--- src/rtl/crc_pkg.sv ---
package crc_pkg;

  typedef enum logic {
    MODE_GEN = 1'b0,
    MODE_CHK = 1'b1
  } crc_mode_e;

  localparam int BYTE_W = 8;

  function automatic logic [BYTE_W-1:0] byte_mirror(input logic [BYTE_W-1:0] b);
    logic [BYTE_W-1:0] m;
    for (int i = 0; i < BYTE_W; i++) m[i] = b[BYTE_W-1-i];
    return m;
  endfunction

endpackage

--- src/rtl/crc_in_cond.sv ---
module crc_in_cond #(
  parameter int DATA_W = 8,
  parameter bit IN_REV = 1'b0,
  parameter bit IN_INV = 1'b0
) (
  input  logic [DATA_W-1:0] raw_word,
  output logic [DATA_W-1:0] cond_word
);
  import crc_pkg::*;

  localparam int NBYTES = DATA_W / BYTE_W;

  for (genvar g = 0; g < NBYTES; g++) begin : g_lane
    logic [BYTE_W-1:0] lane_raw;
    logic [BYTE_W-1:0] lane_inv;
    assign lane_raw = raw_word[g*BYTE_W +: BYTE_W];
    if (IN_INV) begin : g_inv
      assign lane_inv = ~lane_raw;
    end else begin : g_pass
      assign lane_inv = lane_raw;
    end
    if (IN_REV) begin : g_rev
      assign cond_word[g*BYTE_W +: BYTE_W] = byte_mirror(lane_inv);
    end else begin : g_keep
      assign cond_word[g*BYTE_W +: BYTE_W] = lane_inv;
    end
  end

endmodule

--- src/rtl/crc_lfsr.sv ---
module crc_lfsr #(
  parameter int          DATA_W = 8,
  parameter int          CRC_W  = 16,
  parameter logic [63:0] POLY   = 64'h8005,
  parameter logic [63:0] INIT   = 64'h0
) (
  input  logic              clk,
  input  logic              rst_n,
  input  logic              load,
  input  logic              step,
  input  logic [DATA_W-1:0] word,
  output logic [CRC_W-1:0]  crc_q,
  output logic [CRC_W-1:0]  crc_next
);

  localparam logic [CRC_W-1:0] GEN  = POLY[CRC_W-1:0];
  localparam logic [CRC_W-1:0] SEED = INIT[CRC_W-1:0];

  // Unrolled bit-serial division, most significant data bit first.
  function automatic logic [CRC_W-1:0] fold_word(input logic [CRC_W-1:0] c,
                                                 input logic [DATA_W-1:0] d);
    logic [CRC_W-1:0] r;
    logic             fb;
    r = c;
    for (int i = DATA_W - 1; i >= 0; i--) begin
      fb = r[CRC_W-1] ^ d[i];
      r  = r << 1;
      if (fb) r = r ^ GEN;
    end
    return r;
  endfunction

  logic [CRC_W-1:0] base_val;
  logic [CRC_W-1:0] crc_d;

  assign base_val = load ? SEED : crc_q;
  assign crc_next = fold_word(base_val, word);
  assign crc_d    = step ? crc_next : base_val;

  always_ff @(posedge clk or negedge rst_n) begin
    if (!rst_n) crc_q <= SEED;
    else        crc_q <= crc_d;
  end

  AST_IDLE_HOLD: assert property (@(posedge clk) disable iff (!rst_n)
    (!step && !load) |=> $stable(crc_q));

  AST_START_PRESET: assert property (@(posedge clk) disable iff (!rst_n)
    (load && !step) |=> (crc_q == SEED));

endmodule

--- src/rtl/crc_out_cond.sv ---
module crc_out_cond #(
  parameter int CRC_W   = 16,
  parameter bit OUT_REV = 1'b0,
  parameter bit OUT_INV = 1'b0
) (
  input  logic [CRC_W-1:0] rem_in,
  output logic [CRC_W-1:0] rem_out
);

  logic [CRC_W-1:0] mirrored;

  if (OUT_REV) begin : g_rev
    for (genvar i = 0; i < CRC_W; i++) begin : g_bit
      assign mirrored[i] = rem_in[CRC_W-1-i];
    end
  end else begin : g_keep
    assign mirrored = rem_in;
  end

  if (OUT_INV) begin : g_inv
    assign rem_out = ~mirrored;
  end else begin : g_pass
    assign rem_out = mirrored;
  end

endmodule

--- src/rtl/crc_result.sv ---
module crc_result #(
  parameter int CRC_W = 16
) (
  input  logic             clk,
  input  logic             rst_n,
  input  logic             end_fire,
  input  logic             start_fire,
  input  crc_pkg::crc_mode_e mode,
  input  logic [CRC_W-1:0] final_val,
  input  logic [CRC_W-1:0] rx_val,
  output logic [CRC_W-1:0] res_q,
  output logic             done_q,
  output logic             err_q
);
  import crc_pkg::*;

  logic mismatch;
  assign mismatch = (final_val != rx_val);

  always_ff @(posedge clk or negedge rst_n) begin
    if (!rst_n) begin
      res_q  <= '0;
      done_q <= 1'b0;
      err_q  <= 1'b0;
    end else if (end_fire) begin
      res_q  <= final_val;
      done_q <= 1'b1;
      err_q  <= (mode == MODE_CHK) && mismatch;
    end else if (start_fire) begin
      done_q <= 1'b0;
      err_q  <= 1'b0;
    end
  end

  AST_DONE_AFTER_END: assert property (@(posedge clk) disable iff (!rst_n)
    end_fire |=> done_q);

  AST_DONE_CLEARED: assert property (@(posedge clk) disable iff (!rst_n)
    (start_fire && !end_fire) |=> !done_q);

  AST_RESULT_HOLD: assert property (@(posedge clk) disable iff (!rst_n)
    !end_fire |=> $stable(res_q));

  AST_GEN_NO_ERR: assert property (@(posedge clk) disable iff (!rst_n)
    (end_fire && mode == MODE_GEN) |=> !err_q);

  AST_ERR_NEEDS_DONE: assert property (@(posedge clk) disable iff (!rst_n)
    err_q |-> done_q);

endmodule

--- src/rtl/crc_engine.sv ---
module crc_engine #(
  parameter int          DATA_W  = 8,
  parameter int          CRC_W   = 16,
  parameter logic [63:0] POLY    = 64'h8005,
  parameter logic [63:0] INIT    = 64'h0,
  parameter bit          IN_REV  = 1'b0,
  parameter bit          IN_INV  = 1'b0,
  parameter bit          OUT_REV = 1'b0,
  parameter bit          OUT_INV = 1'b0
) (
  input  logic              clk,
  input  logic              rst_n,
  input  logic              in_valid,
  input  logic              in_sop,
  input  logic              in_eop,
  input  logic [DATA_W-1:0] in_data,
  input  logic              chk_en,
  input  logic [CRC_W-1:0]  rx_crc,
  output logic [CRC_W-1:0]  crc_out,
  output logic              crc_done,
  output logic              crc_err
);
  import crc_pkg::*;

  // Named internal events for the assertions.
  logic               word_take;
  logic               start_fire;
  logic               end_fire;
  logic [DATA_W-1:0]  cond_word;
  logic [CRC_W-1:0]   crc_q;
  logic [CRC_W-1:0]   crc_next;
  logic [CRC_W-1:0]   final_val;
  crc_mode_e          mode;

  assign word_take  = in_valid;
  assign start_fire = in_valid && in_sop;
  assign end_fire   = in_valid && in_eop;
  assign mode       = chk_en ? MODE_CHK : MODE_GEN;

  crc_in_cond #(
    .DATA_W (DATA_W),
    .IN_REV (IN_REV),
    .IN_INV (IN_INV)
  ) u_in (
    .raw_word  (in_data),
    .cond_word (cond_word)
  );

  crc_lfsr #(
    .DATA_W (DATA_W),
    .CRC_W  (CRC_W),
    .POLY   (POLY),
    .INIT   (INIT)
  ) u_lfsr (
    .clk      (clk),
    .rst_n    (rst_n),
    .load     (in_sop),
    .step     (word_take),
    .word     (cond_word),
    .crc_q    (crc_q),
    .crc_next (crc_next)
  );

  crc_out_cond #(
    .CRC_W   (CRC_W),
    .OUT_REV (OUT_REV),
    .OUT_INV (OUT_INV)
  ) u_out (
    .rem_in  (crc_next),
    .rem_out (final_val)
  );

  crc_result #(
    .CRC_W (CRC_W)
  ) u_res (
    .clk        (clk),
    .rst_n      (rst_n),
    .end_fire   (end_fire),
    .start_fire (start_fire),
    .mode       (mode),
    .final_val  (final_val),
    .rx_val     (rx_crc),
    .res_q      (crc_out),
    .done_q     (crc_done),
    .err_q      (crc_err)
  );

  initial begin
    AST_PARAM_SANE: assert (DATA_W % 8 == 0 && CRC_W >= 1 && CRC_W <= 64);
  end

  AST_CHK_MATCH: assert property (@(posedge clk) disable iff (!rst_n)
    (end_fire && chk_en && rx_crc == final_val) |=> !crc_err);

  AST_CHK_MISS: assert property (@(posedge clk) disable iff (!rst_n)
    (end_fire && chk_en && rx_crc != final_val) |=> crc_err);

endmodule

--- config.mk ---
export PLATFORM = sky130hd
export DESIGN_NAME = crc_engine
export DESIGN_NICKNAME = d
export VERILOG_FILES = /design/src/rtl/crc_pkg.sv /design/src/rtl/crc_in_cond.sv /design/src/rtl/crc_lfsr.sv /design/src/rtl/crc_out_cond.sv /design/src/rtl/crc_result.sv /design/src/rtl/crc_engine.sv
export SDC_FILE = /design/constraint.sdc
export NUM_CORES = 1
export LEC_CHECK = 0
export ABC_AREA = 1
export BUFFER_PORTS_ARGS = -buffer_cell sky130_fd_sc_hd__buf_2
export CAP_MARGIN = 20
export CORE_ASPECT_RATIO = 0.9
export CORE_MARGIN = 2
export CORE_UTILIZATION = 45
export CTS_CLUSTER_SIZE = 28
export DETAILED_ROUTE_END_ITERATION = 6
export PLACE_DENSITY = 0.68
export SYNTH_ARGS = -nofsm -noshare
export SYNTH_HDL_FRONTEND = slang
export SYNTH_SLANG_ARGS = --single-unit
--- constraint.sdc ---
create_clock -name clk -period 6.3 [get_ports clk]
set_input_delay 1.575 -clock clk [delete_from_list [all_inputs] [get_ports clk]]
set_output_delay 1.575 -clock clk [all_outputs]
set_load 0.05 [all_outputs]
---- Word level (Yosys, flattened, before mapping) ----
Index checks and enable logic that the tools add are counted.
storage, ports and cells
  register bits ........................... 34
  input bits .............................. 30
  output and inout bits ................... 18
  logic and storage cells ................. 39
cells by class
  equal/unequal tests ..................... 1
  multiplexer cells ....................... 14
  bitwise logic cells ..................... 16
  reduce and logical (&&, ||, !) cells .... 4
operator list
  cell                 number
  $mux W16             10
  $not A3 Y3           8
  $ne A16 B16 Y1       1
  $xor A1 B1 Y1        8
  $mux W1              4
  $logic_and A1 B1 Y1  3
  $reduce_bool A2 Y1   1

---- Depth between registers and ports, before layout ----
  word-level depth ........................ 20
  gate-level depth with buffers ........... 24
  mapped depth without buffers ............ 24

---- Modules after synthesis ----
A second synthesis with hierarchy kept.
unflattened totals
  cell total of the unflattened synthesis .. 331
  area, all modules ....................... 2235.9 sq um
modules (own cells, without submodules)
  module        times used  cells an instance  area an instance (sq um)  sequential area each (sq um)
  crc_lfsr      1           146                1044.8                    400.4
  crc_result    1           157                996.0                     450.4
  crc_out_cond  1           16                 120.1                     0.0
  crc_in_cond   1           8                  60.1                      0.0
  crc_engine    1           4                  15.0                      0.0

---- Worst setup path after synthesis ----
No wires, ideal clock.
  kind .................................... input to register
  from .................................... in in_sop
  to ...................................... reg u_res.err_q
  setup time .............................. 118 ps
  data arrival time ....................... 3242 ps
  data required time ...................... 6182 ps
  setup slack ............................. 2940 ps
  stages .................................. 21
  buffers on the path ..................... 1
  path through ............................ inv_2 > buf_6 > nand3_2 > nand2_2 > nand2_2 > nand3_2 > nand2_2 > nand2_2 > nand3_2 > nand2_4 > nand2_2 > nand3_1 > nand3_2 > nand2_4 > nand2_1 > nand3_1 > nand2_1 > nor2_1 > nand2_1 > nand2_1 > nand2_1
on the way
  cells in the longest elaborated chain, start to end .. 20
  elaborated cells on any way between the ends .. 30
  those cells by class .................... 1 x eq/ne; 10 x mux; 16 x bitwise; 3 x reduce/logical
RTL lines
  item                                                RTL line          source
  start, declared                                     crc_engine.sv:14  input logic in_sop,
  $mux W16                                            crc_lfsr.sv:36    assign base_val = load ? SEED : crc_q;
  $xor A1 B1 Y1 / $not A3 Y3 (equally long branches)  n/a
  $mux W16                                            crc_lfsr.sv:28    if (fb) r = r ^ GEN;
  $xor A1 B1 Y1                                       crc_lfsr.sv:26    fb = r[CRC_W-1] ^ d[i];
  $mux W16                                            crc_lfsr.sv:28
  $xor A1 B1 Y1                                       crc_lfsr.sv:26
  $mux W16                                            crc_lfsr.sv:28
  $xor A1 B1 Y1                                       crc_lfsr.sv:26
  [... 4 more ...]                                    n/a
  $mux W16                                            crc_lfsr.sv:28
  $xor A1 B1 Y1                                       crc_lfsr.sv:26
  $mux W16                                            crc_lfsr.sv:28
  $xor A1 B1 Y1                                       crc_lfsr.sv:26
  $mux W16                                            crc_lfsr.sv:28
  $ne A16 B16 Y1                                      crc_result.sv:18  assign mismatch = (final_val != rx_val);
  $logic_and A1 B1 Y1                                 crc_result.sv:28  err_q <= (mode == MODE_CHK) && mismatch;
  $mux W1                                             crc_result.sv:25  end else if (end_fire) begin
  end signal, assigned                                crc_result.sv:28
  end, declared                                       crc_result.sv:13  output logic err_q
Parallel ways exist; a longest one is shown, timed or not.
A chain may end at the register's enable or synchronous reset.

---- Final worst setup path ----
Same ends and word-level chain as after synthesis.

==> impl_results.md <==
- Max_cap viols: 0
- Top-count cell post-synth: nand2_1
- Final setup viols: 0
- Top FF cell, synth: dfrtp_1
- Iteration-0 DRC Markers: 93
- Post-DP HPWL: about 3.7 mm
- XOR/XNOR Fraction of Synth Area: 0.0867
- Complex-gate fraction of the synthesized area: 0.0832
- Pint: ~460 uW
- Root buffer cell: clkbuf_8
- Leading area contributor after synthesis: dfrtp_1
- Initial antenna violation count: 0
- Skew-Pair Late Insertion Delay: roughly 280 ps
- Accumulated negative setup slack: 0 ps
- DR vias: 1869
- Final Wtd Congestion: between 0.8 and 0.9
- FF+latch count, synth: 34
- Nets: 347
- Max VDD drop: 0.152 mV
- Type of the worst setup path: in -> reg
- Status: completed
- H-tree depth: 2
- Top cells by area, synth: dfrtp_1 40%, nand2_1 14%, o21ai_0 7.0%
- Core area: 0.00452 sq mm
- Max FO, Critical Path: 22
- WL/cell: approximately 13 um
- YS warnings: 0
- CTS tree: built
- I/O pin count: 48
- Number of clock sinks: 34
- Yosys cell types: 25
- Critical Path RT: ~6500 ps
- Worst-margin pin slew: around 830 ps
- Area growth, synth to finish: 17.1%
- R2r endpoint: u_res.err_q
- Gate power share: 0.451
- Post-CTS Setup Inserts: 0
- Gr ovfl total: 0
- Overall routing resource usage: 0.192
- Synth top cells by count: 80 x nand2_1, 34 x dfrtp_1, 30 x o21ai_0
- Largest net degree at the start of global routing: 35
- CP max stage delay: between 300 and 400 ps
- Worst hold path stage count: 2
- Clock Power Share: 0.201
- Hold EP: u_res.res_q[1]
- Post-route DRC: 0
- Sw power: around 370 uW
- Critical Path, Cell by Cell: buf_2 > inv_2 > nand2_2 > xor2_4 > nand3_2 > nand2_2 > nand2_2 > nand2_4 > nand2_4 > nand2_4 > nand2_2 > nand3_2 > nand2_2 > nand2_1 > nand2_1 > nand2_1 > nand2_1 > inv_1 > nand2_1 > nor2_1 > nand2_1 > nand2_1 > nand2_1
- Design Area, Final: 0.00250 sq mm
- Sequential element share of the synthesized area: 0.398
- Pwr/cell area: about 330 mW/mm^2
- Post-route ant nets: 0
- Core Rows: 23
- Critical Path AT: between 4000 and 5000 ps
- Final wirelength: 4.79 mm
- Worst path most repeated cell: nand2_1
- Vias in the first global route: between 1500 and 2000
- Die width: about 77 um
- Slew margin rel.: 0.442
- Period utilization: 0.609
- Post-CTS Hold Fix Bufs: 0
- Area post-placement: ~0.0024 sq mm
- CTS resizes: 0
- Hold Vio Cnt, Final: 0
- Post-synth EDFFs: 0
- Die height: 69.4 um
- Post-synth top area share: 0.398
- Worst reg2reg setup slack: about 3900 ps
- Synth Area in Adders: 0
- Vias/cell: about 4.9
- RSZ-0062 raised after global routing: false
- First-pass GRT wire length: approximately 8 mm
- Mapped Nets: approximately 300
- Starting Density: 0.473
- Syn Area/Cell: approximately 8 sq um
- Die area: 0.00531 sq mm
- Post-placement cell count: ~370
- Largest family of logic cells by synthesized area: simple AND/OR/NAND/NOR gates
- Fmax: roughly 0.26 GHz
- Mux cell area share after synthesis: 0
- Port bufs: 47
- Post-Synthesis Cells: around 270
- CTS Buf Count: 5
- Clock skew: about 3.4 ps
- CP endpoint kind: flop
- Final max-slew violation count: 0
- Reg-to-Reg Start: u_lfsr.crc_q[15]
- Simple-gate share of the synthesized area: 0.364
- Slowest-stage cell, CP: inv_2
- Post-layout min period: between 3000 and 4000 ps
- N_diodes: 0
- Reg2reg path depth: 23
- Worst Min Path Start: u_res.res_q[1]
- Post-route insts no fill: 380
- Final core occ: 0.554
- Clock Tree Buf Depth: 2
- CTS clk-pin slew, worst paths: 70 ps
- Leakage: around 1.3 nW
- Share of layout cells above drive strength 1: 0.264
- Mapped Area: 0.00214 sq mm
- Synth async-reset ratio: 1.00
- Worst Setup Start Kind: input pin
- Hold Path Class: reg -> reg
- First-pass DRT Iterations: 4
- Sequential share of power: 0.348
- Sw frac: 0.447
per-stage QoR:
step	power [mW]	setup WS, ps	hold WS, ps
2_1_floorplan	0.574	2940	481
3_3_place_gp	0.660	2230	454
3_5_place_dp	0.665	2180	466
4_1_cts	0.832	2480	484
5_1_grt	0.884	2140	513
6_report	0.827	2460	478
worst max-delay path, delay by kind of cell:
| kind | cells | cell delay (ps) |
|---|---|---|
| xor gates and xnor gates | 1 | 220 |
| and+or+nand+nor | 19 | 1710 |
| buffers and inverters | 3 | 490 |
state kept, by name (all words and copies together) (netlist names):
name          cells
u_lfsr.crc_q     16
u_res.err_q       1
u_res.res_q      16
u_res.done_q      1
layer usage:
layer / track usage / vias up / share of wire
li1: - / 957 / -
met1: 0.286 / 845 / 0.51
met2: 0.276 / 59 / 0.42
met3: 0.0456 / 8 / 0.058
met4: 0.0586 / 0 / 0.018
met5: 0 / - / 0
placed cells by master (no fill, tap or decap):
cell type / Yosys / routed
a31oi_1: 2 / 2
buf_2: 1 / 47
clkbuf_1: 6 / 1
clkbuf_8: 0 / 6
clkinv_2: 0 / 1
dfrtp_1: 34 / 34
inv_1: 27 / 27
inv_2: 1 / 1
nand2_1: 80 / 80
nand2_2: 8 / 8
nand2_4: 6 / 6
nand3_1: 23 / 23
nand3_2: 10 / 10
nand3_4: 2 / 2
nand3b_1: 6 / 6
nand4_1: 1 / 1
nor2_1: 14 / 14
nor4_1: 1 / 1
o21ai_0: 30 / 30
o22ai_1: 1 / 1
o2bb2ai_1: 1 / 1
xnor2_1: 8 / 8
xnor2_4: 1 / 1
xor2_1: 5 / 5
xor2_2: 1 / 1
xor2_4: 1 / 1
final cells by class:
| class | instances | area, sq um |
|---|---|---|
| Fill cell | 436 | 2020 |
| Multi-Input combinational cell | 201 | 1140 |
| Sequential cell | 34 | 851 |
| Timing Repair Buffer | 47 | 235 |
| Inverter | 28 | 105 |
| Clock buffer | 7 | 86.3 |
| Tap cell | 62 | 77.6 |
| Clock inverter | 1 | 5.00 |
how the worst max path moves through the flow:
stage,slack (ps),startpoint,endpoint
2_1_floorplan,2940,in_sop,u_res.err_q
3_3_place_gp,2230,in_sop,u_res.err_q
6_report,2460,in_sop,u_res.err_q
4_1_cts,2480,in_sop,u_res.err_q
5_1_grt,2140,in_sop,u_res.err_q
3_5_place_dp,2180,in_sop,u_res.err_q
cell families after synthesis:
kind of cell              Yosys count
and+or+nand+nor                   151
buffers and inverters              36
xor gates and xnor gates           16
AOI/OAI and AO/OA                  34
DFF                                34
power groups by stage:
stage	Combinational (mW)	Clock [mW]	Sequential, mW
3_5_place_dp	0.374	0	0.291
2_1_floorplan	0.190	0	0.384
5_1_grt	0.407	0.182	0.294
4_1_cts	0.374	0.171	0.288
6_report	0.373	0.167	0.288
3_3_place_gp	0.370	0	0.290
No activity file was read; power rests on OpenSTA's default activity.
